`config.mk`:
```
export PLATFORM = sky130hd
export DESIGN_NAME = err_latch_top
export DESIGN_NICKNAME = d
export VERILOG_FILES = /design/src/rtl/err_latch_pkg.sv /design/src/rtl/err_prio_enc.sv /design/src/rtl/err_clr_timer.sv /design/src/rtl/err_sticky_reg.sv /design/src/rtl/err_latch_top.sv
export SDC_FILE = /design/constraint.sdc
export NUM_CORES = 1
export LEC_CHECK = 0
export ABC_AREA = 1
export BUFFER_PORTS_ARGS = -buffer_cell sky130_fd_sc_hd__clkbuf_2
export CAP_MARGIN = 20
export CORE_ASPECT_RATIO = 0.75
export CORE_MARGIN = 2
export CORE_UTILIZATION = 25
export CTS_BUF_LIST = sky130_fd_sc_hd__clkbuf_2
export CTS_CLUSTER_SIZE = 40
export DETAILED_ROUTE_END_ITERATION = 12
export RECOVER_POWER = 100
export SLEW_MARGIN = 25
export SYNTH_ARGS = -nofsm -noshare
export SYNTH_HDL_FRONTEND = slang
export SYNTH_SLANG_ARGS = --single-unit
```
`constraint.sdc`:
```
create_clock -name clk -period 3.9 [get_ports clk]
set_input_delay 0.78 -clock clk [delete_from_list [all_inputs] [get_ports clk]]
set_output_delay 0.78 -clock clk [all_outputs]
set_load 0.05 [all_outputs]
```
`src/rtl/err_latch_pkg.sv`:
```
package err_latch_pkg;
  localparam int unsigned N_FLAGS = 6;
  localparam int unsigned CODE_W  = $clog2(N_FLAGS + 1);
  typedef logic [CODE_W-1:0] code_t;
  localparam code_t CODE_NONE = '0;
endpackage

```
`src/rtl/err_prio_enc.sv`:
```
module err_prio_enc
  import err_latch_pkg::*;
#(
  parameter int unsigned NF = N_FLAGS
) (
  input  logic [NF-1:0] flags_i,
  output code_t         code_o
);
  always_comb begin
    code_o = CODE_NONE;
    for (int i = 0; i < NF; i++) begin
      if (flags_i[i]) code_o = code_t'(i + 1);
    end
  end

  // no flag set means no error
  always_comb begin
    if (flags_i == '0) a_r2_none_code : assert (code_o == CODE_NONE);
  end
endmodule

```
`src/rtl/err_clr_timer.sv`:
```
module err_clr_timer #(
  parameter int unsigned HOLD_CYC = 8
) (
  input  logic clk,
  input  logic rst,
  input  logic sel_i,
  output logic clr_o
);
  localparam int unsigned CW = $clog2(HOLD_CYC + 1);
  localparam logic [CW-1:0] LIMIT = CW'(HOLD_CYC);

  logic [CW-1:0] hi_cnt;

  always_ff @(posedge clk) begin
    if (rst)             hi_cnt <= '0;
    else if (!sel_i)     hi_cnt <= '0;
    else if (hi_cnt != LIMIT) hi_cnt <= hi_cnt + 1'b1;
  end

  assign clr_o = sel_i && (hi_cnt == LIMIT);

  // a select that has just risen cannot clear
  a_r8_no_early_clear : assert property (@(posedge clk) disable iff (rst)
    (!$past(sel_i) && !$past(rst)) |-> !clr_o);
endmodule

```
`src/rtl/err_sticky_reg.sv`:
```
module err_sticky_reg
  import err_latch_pkg::*;
(
  input  logic  clk,
  input  logic  rst,
  input  logic  clr_i,
  input  code_t new_i,
  output code_t code_o
);
  always_ff @(posedge clk) begin
    if (rst)                 code_o <= CODE_NONE;
    else if (clr_i)          code_o <= new_i;
    else if (new_i > code_o) code_o <= new_i;
  end

  a_r3_never_drops : assert property (@(posedge clk) disable iff (rst)
    (!$past(clr_i) && !$past(rst)) |-> code_o >= $past(code_o));
  a_r4_higher_taken : assert property (@(posedge clk) disable iff (rst)
    (!clr_i && new_i > code_o) |=> code_o == $past(new_i));
  a_r9_clear_keeps_new : assert property (@(posedge clk) disable iff (rst)
    clr_i |=> code_o == $past(new_i));
endmodule

```
`src/rtl/err_latch_top.sv`:
```
module err_latch_top
  import err_latch_pkg::*;
#(
  parameter int unsigned HOLD_CYC = 8
) (
  input  logic              clk,
  input  logic              rst,
  input  logic              sel_i,
  input  logic [N_FLAGS-1:0] err_i,
  input  logic [CODE_W-1:0] stat_i,
  output logic [CODE_W-1:0] pins_o,
  output logic [CODE_W-1:0] code_o
);
  code_t enc_code;
  code_t held_code;
  logic  clr;

  err_prio_enc #(.NF(N_FLAGS)) u_enc (
    .flags_i (err_i),
    .code_o  (enc_code)
  );

  err_clr_timer #(.HOLD_CYC(HOLD_CYC)) u_tmr (
    .clk   (clk),
    .rst   (rst),
    .sel_i (sel_i),
    .clr_o (clr)
  );

  err_sticky_reg u_reg (
    .clk    (clk),
    .rst    (rst),
    .clr_i  (clr),
    .new_i  (enc_code),
    .code_o (held_code)
  );

  always_ff @(posedge clk) begin
    if (rst) pins_o <= '0;
    else     pins_o <= sel_i ? stat_i : held_code;
  end

  assign code_o = held_code;

  a_r5_pins_show_code : assert property (@(posedge clk) disable iff (rst)
    (!$past(sel_i) && !$past(rst)) |-> pins_o == $past(held_code));
  a_r6_pins_show_stat : assert property (@(posedge clk) disable iff (rst)
    ($past(sel_i) && !$past(rst)) |-> pins_o == $past(stat_i));
endmodule

```
==> After elaboration in Yosys (flattened, before gate mapping) <==
Index checks and enable logic that the tools add are counted.
{ "word_totals": {"latch_bits": 0, "in_bits": 12, "elab_cells": 20, "mem_bits_ro": 0, "out_inout_bits": 6, "reg_bits": 10, "ram_bits": 0, "memories": 0} }
{ "op_classes": {"n_mul": 0, "bitwise_logic": 1, "n_lt_le_gt_ge": 1, "eq_ne": 2, "div_mod_pow": 0, "muxes": 9, "n_reduce_logical": 3, "shifts": 0, "add_sub_neg": 1} }
{ "ops": {"columns": ["cell", "n"], "rows": [
  ["$mux W3", 6],
  ["$add A4 B1 Y4 const B", 1],
  ["$eq A4 B4 Y1 const B", 1],
  ["$mux W2", 2],
  ["$ne A4 B4 Y1 const B", 1],
  ["$gt A3 B3 Y1", 1],
  ["$reduce_bool A2 Y1", 1],
  ["$reduce_or A2 Y1", 1],
  ["$logic_and A1 B1 Y1", 1],
  ["$mux W1", 1],
  ["$not A1 Y1", 1]
]} }

==> Depth between registers and ports, before layout <==
Gate-level depths: netlist (run 1).
{ "logic_depth": {"ltp_word": 9, "ltp_mapped": 15, "depth_no_buf": 15} }

==> By module <==
From an unflattened synthesis (run 1), not the netlist that was laid out.
{ "unflattened": {"cells_unflattened": 95, "area_unflattened_um2": 595.6} }
{ "by_module_without_submodules": {"columns": ["module", "area_each_um2", "seq_area_each_um2", "n_inst", "cells_each"], "rows": [
  ["err_clr_timer", 220.2, 80.1, 1, 34],
  ["err_sticky_reg", 201.4, 60.1, 1, 30],
  ["err_latch_top", 120.1, 60.1, 1, 19],
  ["err_prio_enc", 53.8, 0.0, 1, 12]
]} }

==> Least setup slack after synthesis (run 1) <==
OpenSTA, ideal clock, no wires.
{ "synth_timing": {"kind": "input-to-reg", "startpoint": "in err_i[3]", "endpoint": "reg u_reg.code_o[1]", "stages": 10, "required_time_ps": 3785, "setup_ps": 115, "path_buffers": 0, "setup_slack_ps": 2074, "arrival_ps": 1711, "path_cell_list": "inv_2 > o21ai_1 > o21ai_0 > ha_1 > nand3_1 > nand2_1 > nand2_4 > nand3_1 > nand2_1 > nor2_1"} }
{ "synth_between": {"elab_chain_cells": 5, "elab_cells_between_ends": 7, "cone_classes": "1 x order compare; 5 x mux; 1 x reduce/logical"} }
{ "synth_lines": {"columns": ["item", "line_no", "rtl"], "rows": [
  ["start, declared", "err_latch_top.sv:9", "input logic [N_FLAGS-1:0] err_i,"],
  ["$mux W3 (*) (3 in series)", "err_prio_enc.sv:12", "if (flags_i[i]) code_o = code_t'(i + 1);"],
  ["named net enc_code[1]", "err_latch_top.sv:14", "code_t enc_code;"],
  ["$gt A3 B3 Y1 or $mux W3 (tied branches)", "err_sticky_reg.sv:13", "else if (new_i > code_o) code_o <= new_i;"],
  ["$reduce_bool A2 Y1 (no source line) or $mux W3 (tied branches)", null, null],
  ["end signal, assigned", "err_sticky_reg.sv:12", "else if (clr_i) code_o <= new_i;"],
  ["end signal, assigned", "err_sticky_reg.sv:13", null],
  ["end, declared", "err_sticky_reg.sv:8", "output code_t code_o"]
]} }
Mark *: on every way through the listed nets, which the timed path passes. The rest lies on a longest branch. The select of a mux whose other input is x is not followed.
A chain may end at the register's enable or synchronous reset.

==> Worst setup path after layout (run 1) <==
{ "layout_timing": {"startpoint": "in err_i[3]", "endpoint": "reg u_reg.code_o[2]"} }
{ "layout_between": {"elab_chain_cells": 5, "elab_cells_between_ends": 7, "cone_classes": "1 x order compare; 5 x mux; 1 x reduce/logical"} }
{ "layout_lines": {"columns": ["item", "line_no"], "rows": [
  ["$mux W3 (3 in series)", "err_prio_enc.sv:12"],
  ["named net enc_code[1]", "err_latch_top.sv:14"],
  ["$gt A3 B3 Y1", "err_sticky_reg.sv:13"],
  ["$reduce_bool A2 Y1 (no source line)", null]
]} }
The timed path passes the listed nets, and every way through them passes these cells. The select of a mux whose other input is x is not followed.

==> results of run 1 <==
synth_stat cells (all sizes together):
library cell,number
nand3,7
nor2,4
ha,5
o21ai,8
inv,16
a21oi,9
nand2,13
xnor2,1
dfxtp,10
nor4,1
nor3,1
power by group:
| group | internal, mW | switching, mW | leakage, nW |
|---|---|---|---|
| combinational | 0.0317 | 0.0872 | 0.243 |
| sequential | 0.115 | 0.00618 | 0.0826 |
| clock | 0.0210 | 0.0304 | 0.0125 |
| total | 0.167 | 0.124 | 0.338 |
placed cells by master (no fill, tap or decap):
master / Yosys / layout
sky130_fd_sc_hd__nor4_1: 1 / 1
sky130_fd_sc_hd__a21oi_1: 9 / 9
sky130_fd_sc_hd__nand3_1: 6 / 7
sky130_fd_sc_hd__nor2_1: 4 / 4
sky130_fd_sc_hd__ha_1: 5 / 5
sky130_fd_sc_hd__nand2_1: 11 / 12
sky130_fd_sc_hd__dfxtp_1: 10 / 10
sky130_fd_sc_hd__clkbuf_1: 0 / 8
sky130_fd_sc_hd__nand2_4: 2 / 1
sky130_fd_sc_hd__inv_2: 4 / 2
sky130_fd_sc_hd__nor3_2: 1 / 1
sky130_fd_sc_hd__o21ai_0: 7 / 8
sky130_fd_sc_hd__inv_1: 12 / 14
sky130_fd_sc_hd__xnor2_1: 1 / 1
sky130_fd_sc_hd__clkbuf_2: 0 / 12
metal layers:
layer  vias up  share of wire  GRT usage
met5         -              0          0
met4         0          0.016     0.0419
met3         2          0.037     0.0439
met2         9           0.47      0.166
met1       222           0.47      0.105
li1        284              -          -
logic make-up (layout without fill, tap and decap cells):
family,Yosys count,after routing
buf+inv,16,36
flops,10,10
compound gates,17,17
xor+xnor,1,1
fa+ha+maj,5,5
simple gates,26,26
per-stage QoR:
step | util | setup slack (ns) | area [um2] | total power, mW
4_1_cts | 0.333 | 2.14 | 682 | 0.305
2_1_floorplan | - | 2.07 | 552 | 0.221
3_5_place_dp | 0.325 | 1.87 | 667 | 0.251
5_1_grt | 0.322 | 1.84 | 659 | 0.315
6_report | 0.322 | 2.03 | 659 | 0.291
3_3_place_gp | 0.325 | 1.91 | 667 | 0.249
worst max-delay path, cell delays in order:
cell                       delay [ns]
sky130_fd_sc_hd__clkbuf_2        0.08
sky130_fd_sc_hd__inv_1           0.07
sky130_fd_sc_hd__o21ai_0         0.08
sky130_fd_sc_hd__o21ai_0         0.21
sky130_fd_sc_hd__ha_1            0.28
sky130_fd_sc_hd__nand3_1         0.08
sky130_fd_sc_hd__nand2_1         0.05
sky130_fd_sc_hd__nand2_1         0.16
sky130_fd_sc_hd__nand3_1         0.09
sky130_fd_sc_hd__nand2_1         0.07
sky130_fd_sc_hd__nor2_1          0.04
worst paths after layout:
path	to
min	u_tmr.hi_cnt[3]
max reg2reg	u_reg.code_o[2]
max	u_reg.code_o[2]
min reg2reg	u_tmr.hi_cnt[3]
cell type report:
class | count | area, um2
Clock buffer | 3 | 15.0
Sequential cell | 10 | 200
Inverter | 16 | 60.1
Timing Repair Buffer | 17 | 75.1
Fill cell | 230 | 1390
Tap cell | 24 | 30.0
Multi-Input combinational cell | 49 | 279
sequential cells by signal (all words and copies together), names as in the netlist:
signal	cells
u_reg.code_o	3
pins_o	3
u_tmr.hi_cnt	4
==> results.md, run 1 <==
- Result of the run: completed
- TritonRoute pass-1 iters: 4
- Final cell count without fillers: 119
- Post-CTS Hold Buffers: 0
- Number of cells traversed by the worst register-to-register path: 8
- Maximum number of pins on one net before global-route repair: 9
- Hold path start: u_tmr.hi_cnt[3]
- Number of rows created at floorplan: 14
- Number of cells upsized or downsized after cts: 0
- Cell Area, Synth: 552 um2
- Layout overhead on the synthesized area: 19.5%
- Number of vias per cell after detailed routing: 4.34
- CTS clk-pin slew, worst paths: 0.08 ns
- Remaining global-route overflow: 0
- Final routed wirelength across all metal layers: 1110 um
- Final critical path time including I/O delays and setup: 1.87 ns
- Total negative setup slack: 0 ns
- Width of the die: 58.2 um
- Total of buffers placed on input and output ports: 17
- Post-synthesis average cell area: 7.36 um2
- Parity-gate share of the synthesized area counting xor and xnor cells: 0.0159
- Worst hold-check path type: register to register
- Worst hold path stage count: 1
- Detailed Route Iter0 Violations: 12
- Clock insertion delay at the later pin of the skew report: 0.24 ns
- Setup Skew: 0.00109 ns
- Share of Yosys cell area claimed by the top area cell type: 0.363
- Wire length of the first global-routing pass: 1810 um
- CTS HTree Levels: 1
- Worst Path Arrival: 2.00 ns
- Clock root cell: sky130_fd_sc_hd__clkbuf_2
- Pwr Density: 441 nW/um2
- Number of inserted diodes: 0
- Data required time of the worst path: 4.04 ns
- Main combinational cell family by area after synthesis: simple AND/OR/NAND/NOR gates
- Net total in the final layout: 114
- Vias after detailed routing: 517
- Top-level I/O count: 18
- Synth Register Bits: 10
- Core footprint: 2050 um2
- Cells taking the most area after synthesis: sky130_fd_sc_hd__dfxtp_1 36%, sky130_fd_sc_hd__ha_1 11%, sky130_fd_sc_hd__a21oi_1 8.2%
- Starting Density: 0.269
- Cell type with the largest total area after synthesis: sky130_fd_sc_hd__dfxtp_1
- DIE HEIGHT: 44.7 um
- Layout cell share with drive strength beyond 1: 0.168
- Clock sinks: 10
- Worst setup EP type: register
- Kind of critical path: primary input to register
- Multiplexer fraction of the synthesized cell area: 0
- Simple-gate portion of the synthesized area: 0.245
- Synthesis Warnings: 0
- Worst Tran Pin Value: 0.601 ns
- Critical path startpoint: err_i[3]
- Adder-cell area share of the yosys netlist: 0.113
- Sequential fraction of the synthesis area: 0.363
- Leakage Power: 0.338 nW
- Half-perimeter wire length of the detailed placement result: 948 um
- Hold slack: 0.463 ns
- Setup repair after global routing missed its margin: false
- TritonCTS clock tree: built
- Post-CTS Setup Inserts: 0
- Floorplan die area: 2600 um2
- Peak Freq: 0.535 GHz
- Via count of the first global-routing pass: 481
- Post-synthesis cell count: 75
- Number of nets with antenna violations after routing: 0
- Remaining routing DRC violations: 0
- Compound-gate portion of the synthesized area: 0.154
- Max-cap violations: 0
- Number of endpoints with negative hold slack in the final report: 0
- Max Transition Viols Final: 0
- R2r startpoint: u_reg.code_o[2]
- Worst max-slew margin expressed relative to the limit: 0.601
- Critical path fanouts, max: 6
- Kind of launch point of the worst setup path: primary input
- Routability congestion estimate from global placement: 0.740
- Longest Clk Path Bufs: 2
- Number of cells in the design after placement: 116
- Post-route clock period utilization: 0.479
- VDD IR-drop max: 0.152 mV
- Count of endpoints failing setup in the final report: 0
- Number of CTS-inserted buffers: 3
- Initial antenna violation count: 0
- Count of cell types in the netlist: 15
- Routed length per instance: 9.36 um
- Gr usage total: 0.0972
- Post-synth net total: 92
- Worst-case register-to-register setup slack: 2.50 ns
(Power assumes the default switching activity.)
==> run 2: changes to the inputs <==
ABC_AREA = 0   (was 1)
clock period = 1.75 ns   (was 3.9 ns; I/O delays follow)
==> results.md, run 2 <==
- Layout overhead on the synthesized area: 28.1% (was 19.5%)
- Number of vias per cell after detailed routing: 3.97 (was 4.34)
- Post-CTS Hold Buffers: 0 (unchanged)
- Largest registers ranked by flip-flop count: u_tmr.hi_cnt (4), pins_o (3), u_reg.code_o (3) (unchanged)
- CTS clk-pin slew, worst paths: 0.11 ns (was 0.08 ns)
- Worst hold-check path type: primary input to register (was register to register)
- Post-DP Area: 771 um2 (was 667 um2)
- Number of cells in the design after placement: 114 (was 116)
- Clock insertion delay at the later pin of the skew report: 0.26 ns (was 0.24 ns)
- Routability congestion estimate from global placement: 0.757 (was 0.740)
- Post-synthesis cell count: 59 (was 75)
- Proportion of register bits with asynchronous set or reset after synthesis: 0 (unchanged)
- Post-CTS Setup Inserts: 0 (unchanged)
- Leakage Power: 0.333 nW (was 0.338 nW)
- Kind of critical path: primary input to register (unchanged)
- Total of buffers placed on input and output ports: 17 (unchanged)
- Width of the die: 61.0 um (was 58.2 um)
- Remaining global-route overflow: 0 (unchanged)
- Data required time of the worst path: 1.91 ns (was 4.04 ns)
- Initial antenna violation count: 0 (unchanged)
- Final setup margin: 0.0975 ns (was 2.03 ns)
- Post-synthesis average cell area: 10.3 um2 (was 7.36 um2)
- Routed length per instance: 9.56 um (was 9.36 um)
- CTS HTree Levels: 1 (unchanged)
- Delay of the slowest critical-path stage: 0.40 ns (was 0.28 ns)
- Commonest non-fill, non-tap cell in the layout: sky130_fd_sc_hd__clkbuf_2 (was sky130_fd_sc_hd__inv_1)
- Cell Area, Synth: 609 um2 (was 552 um2)
- Via count of the first global-routing pass: 434 (was 481)
- Worst setup EP type: register (unchanged)
- Relative contribution of sequential cells to total power: 0.385 (was 0.415)
- VDD IR-drop max: 0.232 mV (was 0.152 mV)
- Count of endpoints failing setup in the final report: 0 (unchanged)
- Cells along the critical path: clkbuf_2, or3_4, ha_4, a21o_1, o21ai_4, a21oi_2, a311oi_2 (was clkbuf_2, inv_1, o21ai_0, o21ai_0, ha_1, nand3_1, nand2_1, nand2_1, nand3_1, nand2_1, nor2_1)
- Kind of launch point of the worst setup path: primary input (unchanged)
- Worst Tran Pin Value: 0.600 ns (was 0.601 ns)
- Fraction of the core area covered by cells at the end of the flow: 0.338 (was 0.322)
- TritonCTS clock tree: built (unchanged)
- Core footprint: 2310 um2 (was 2050 um2)
- Share of Yosys cell area claimed by the top area cell type: 0.329 (was 0.363)
- Synth Register Bits: 10 (unchanged)
- Leading cell type by number of instances after synthesis: sky130_fd_sc_hd__dfxtp_1 (was sky130_fd_sc_hd__inv_1)
- Number of rows created at floorplan: 15 (was 14)
- Switching power: 277 uW (was 124 uW)
- Largest register FFs: 4 (unchanged)
- Critical path fanouts, max: 6 (unchanged)
- Setup Skew: 0.0157 ns (was 0.00109 ns)
- Number of inserted diodes: 0 (unchanged)
- Detailed Route Iter0 Violations: 8 (was 12)
- Count of flip-flops with a built-in enable after synthesis: 0 (unchanged)
- Half-perimeter wire length of the detailed placement result: 937 um (was 948 um)
- Pwr Density: 898 nW/um2 (was 441 nW/um2)
- Starting Density: 0.264 (was 0.269)
- Switching Fraction: 0.395 (was 0.425)
- Number of endpoints with negative hold slack in the final report: 0 (unchanged)
- Worst Path Arrival: 1.81 ns (was 2.00 ns)
- Longest Clk Path Bufs: 2 (unchanged)
- Count of cell types in the netlist: 26 (was 15)
- Combinational share of power: 0.431 (was 0.408)
- Wire length of the first global-routing pass: 1770 um (was 1810 um)
- Number of nets with antenna violations after routing: 0 (unchanged)
- Maximum number of pins on one net before global-route repair: 8 (was 9)
- Final critical path time including I/O delays and setup: 1.65 ns
- DIE HEIGHT: 46.8 um (was 44.7 um)
- Synthesis Warnings: 0 (unchanged)
- Result of the run: completed (unchanged)
- Remaining routing DRC violations: 0 (unchanged)
- Final routed wirelength across all metal layers: 1130 um (was 1110 um)
- TritonRoute pass-1 iters: 2 (was 4)
- Final cell count without fillers: 118 (was 119)
- Post-synth net total: 76 (was 92)
- Layout cell share with drive strength beyond 1: 0.381 (was 0.168)
- Top-level I/O count: 18 (unchanged)
- Cell type with the largest total area after synthesis: sky130_fd_sc_hd__dfxtp_1 (unchanged)
- Cells taking the most area after synthesis: sky130_fd_sc_hd__dfxtp_1 33%, sky130_fd_sc_hd__ha_1 10%, sky130_fd_sc_hd__mux2i_1 6.6% (was sky130_fd_sc_hd__dfxtp_1 36%, sky130_fd_sc_hd__ha_1 11%, sky130_fd_sc_hd__a21oi_1 8.2%)
- Clock sinks: 10 (unchanged)
- Number of cells upsized or downsized after cts: 0 (unchanged)
- Commonest non-fill, non-tap cells in the layout: 13 x sky130_fd_sc_hd__clkbuf_2, 8 x sky130_fd_sc_hd__nor2_1, 8 x sky130_fd_sc_hd__dfxtp_1 (was 14 x sky130_fd_sc_hd__inv_1, 12 x sky130_fd_sc_hd__nand2_1, 12 x sky130_fd_sc_hd__clkbuf_2)
- Pre-CTS setup slack: -0.158 ns (was 1.87 ns)
- Clock root cell: sky130_fd_sc_hd__clkbuf_2 (unchanged)
- Gr usage total: 0.0900 (was 0.0972)
- Number of CTS-inserted buffers: 3 (unchanged)
- Register bank with the most flops: u_tmr.hi_cnt (unchanged)
- Pwr Total: 701 uW (was 291 uW)
- Setup repair after global routing missed its margin: false (unchanged)
- Main synth FF type: sky130_fd_sc_hd__dfxtp_1 (unchanged)
- Net total in the final layout: 102 (was 114)
- Clock Power Share: 0.183 (was 0.176)
- Worst max-slew margin expressed relative to the limit: 0.602 (was 0.601)
- Post-route clock period utilization: 0.944
- Sequential fraction of the synthesis area: 0.329 (was 0.363)
- Vias after detailed routing: 468 (was 517)
- Floorplan die area: 2850 um2 (was 2600 um2)
- Commonest cells post-synth: 10 x sky130_fd_sc_hd__dfxtp_1, 8 x sky130_fd_sc_hd__nor2_1, 6 x sky130_fd_sc_hd__inv_1 (was 12 x sky130_fd_sc_hd__inv_1, 11 x sky130_fd_sc_hd__nand2_1, 10 x sky130_fd_sc_hd__dfxtp_1)
- Standard cell with the maximum stage delay on the critical path: sky130_fd_sc_hd__or3_4 (was sky130_fd_sc_hd__ha_1)
- Int Power: 424 uW (was 167 uW)
- Max Transition Viols Final: 0 (unchanged)
- Max-cap violations: 0 (unchanged)
- Final cell area excluding filler cells: 781 um2 (was 659 um2)
- Peak Freq: 0.605 GHz
## run 2: worst max-delay path: cells and delay by family
family	cells	cell delay, ns
compound gates	4	0.72
simple gates	1	0.40
fa+ha+maj	1	0.23
buf+inv	1	0.10
## run 2: per-layer routing
| metal | vias to the layer above | part of all wire | wire length, um | track usage |
|---|---|---|---|---|
| met2 | 13 | 0.45 | 510 | 0.133 |
| met5 | - | 0 | 0 | 0 |
| met4 | 0 | 0 | 0 | 0.0391 |
| met3 | 0 | 0.073 | 82 | 0.0551 |
| met1 | 201 | 0.47 | 535 | 0.106 |
| li1 | 254 | - | - | - |
## run 2: path summary, 6_finish.rpt
path                   startpoint              end  slack, ns  cells after the start
hold / removal          stat_i[0]        pins_o[0]       0.32                      3
setup reg to reg  u_reg.code_o[1]  u_reg.code_o[2]       0.23                      6
hold reg to reg   u_reg.code_o[2]        pins_o[2]       0.51                      2
setup / recovery         err_i[3]  u_reg.code_o[2]        0.1                      7
## run 2: kinds of logic after synthesis
| logic type | after synthesis | share of synthesized area |
|---|---|---|
| AO/OA/AOI/OAI | 10 | 0.187 |
| XOR/XNOR | 3 | 0.0431 |
| adder cells (fa/ha/maj) | 5 | 0.103 |
| buffers and inverters | 8 | 0.0883 |
| flip-flops | 10 | 0.329 |
| multiplexers | 4 | 0.0657 |
| AND/OR/NAND/NOR | 19 | 0.185 |
## run 2: layout make-up
type	count	area (um2)
clock buffers	3	15.0
clock inverters	1	3.75
fillers	240	1530
inverters	6	22.5
multi-input cells	41	373
flip-flops and latches	10	203
well taps	34	42.5
repair buffers	23	121
## run 2: per-stage QoR
step	hold slack (ns)	TNS, ns
final	0.324	0
after floorplan	0.410	-0.0359
after CTS	0.320	0
after detailed placement	0.494	-0.466
after global routing	0.342	0
after global placement	0.480	-0.414
## run 2: power groups by stage
stage               clock network, mW  registers (mW)  logic (mW)
finish                          0.129           0.270       0.302
global route                    0.145           0.274       0.329
CTS                             0.136           0.271       0.311
detailed placement                  0           0.277       0.309
global placement                    0           0.276       0.303
floorplan                           0           0.350       0.146
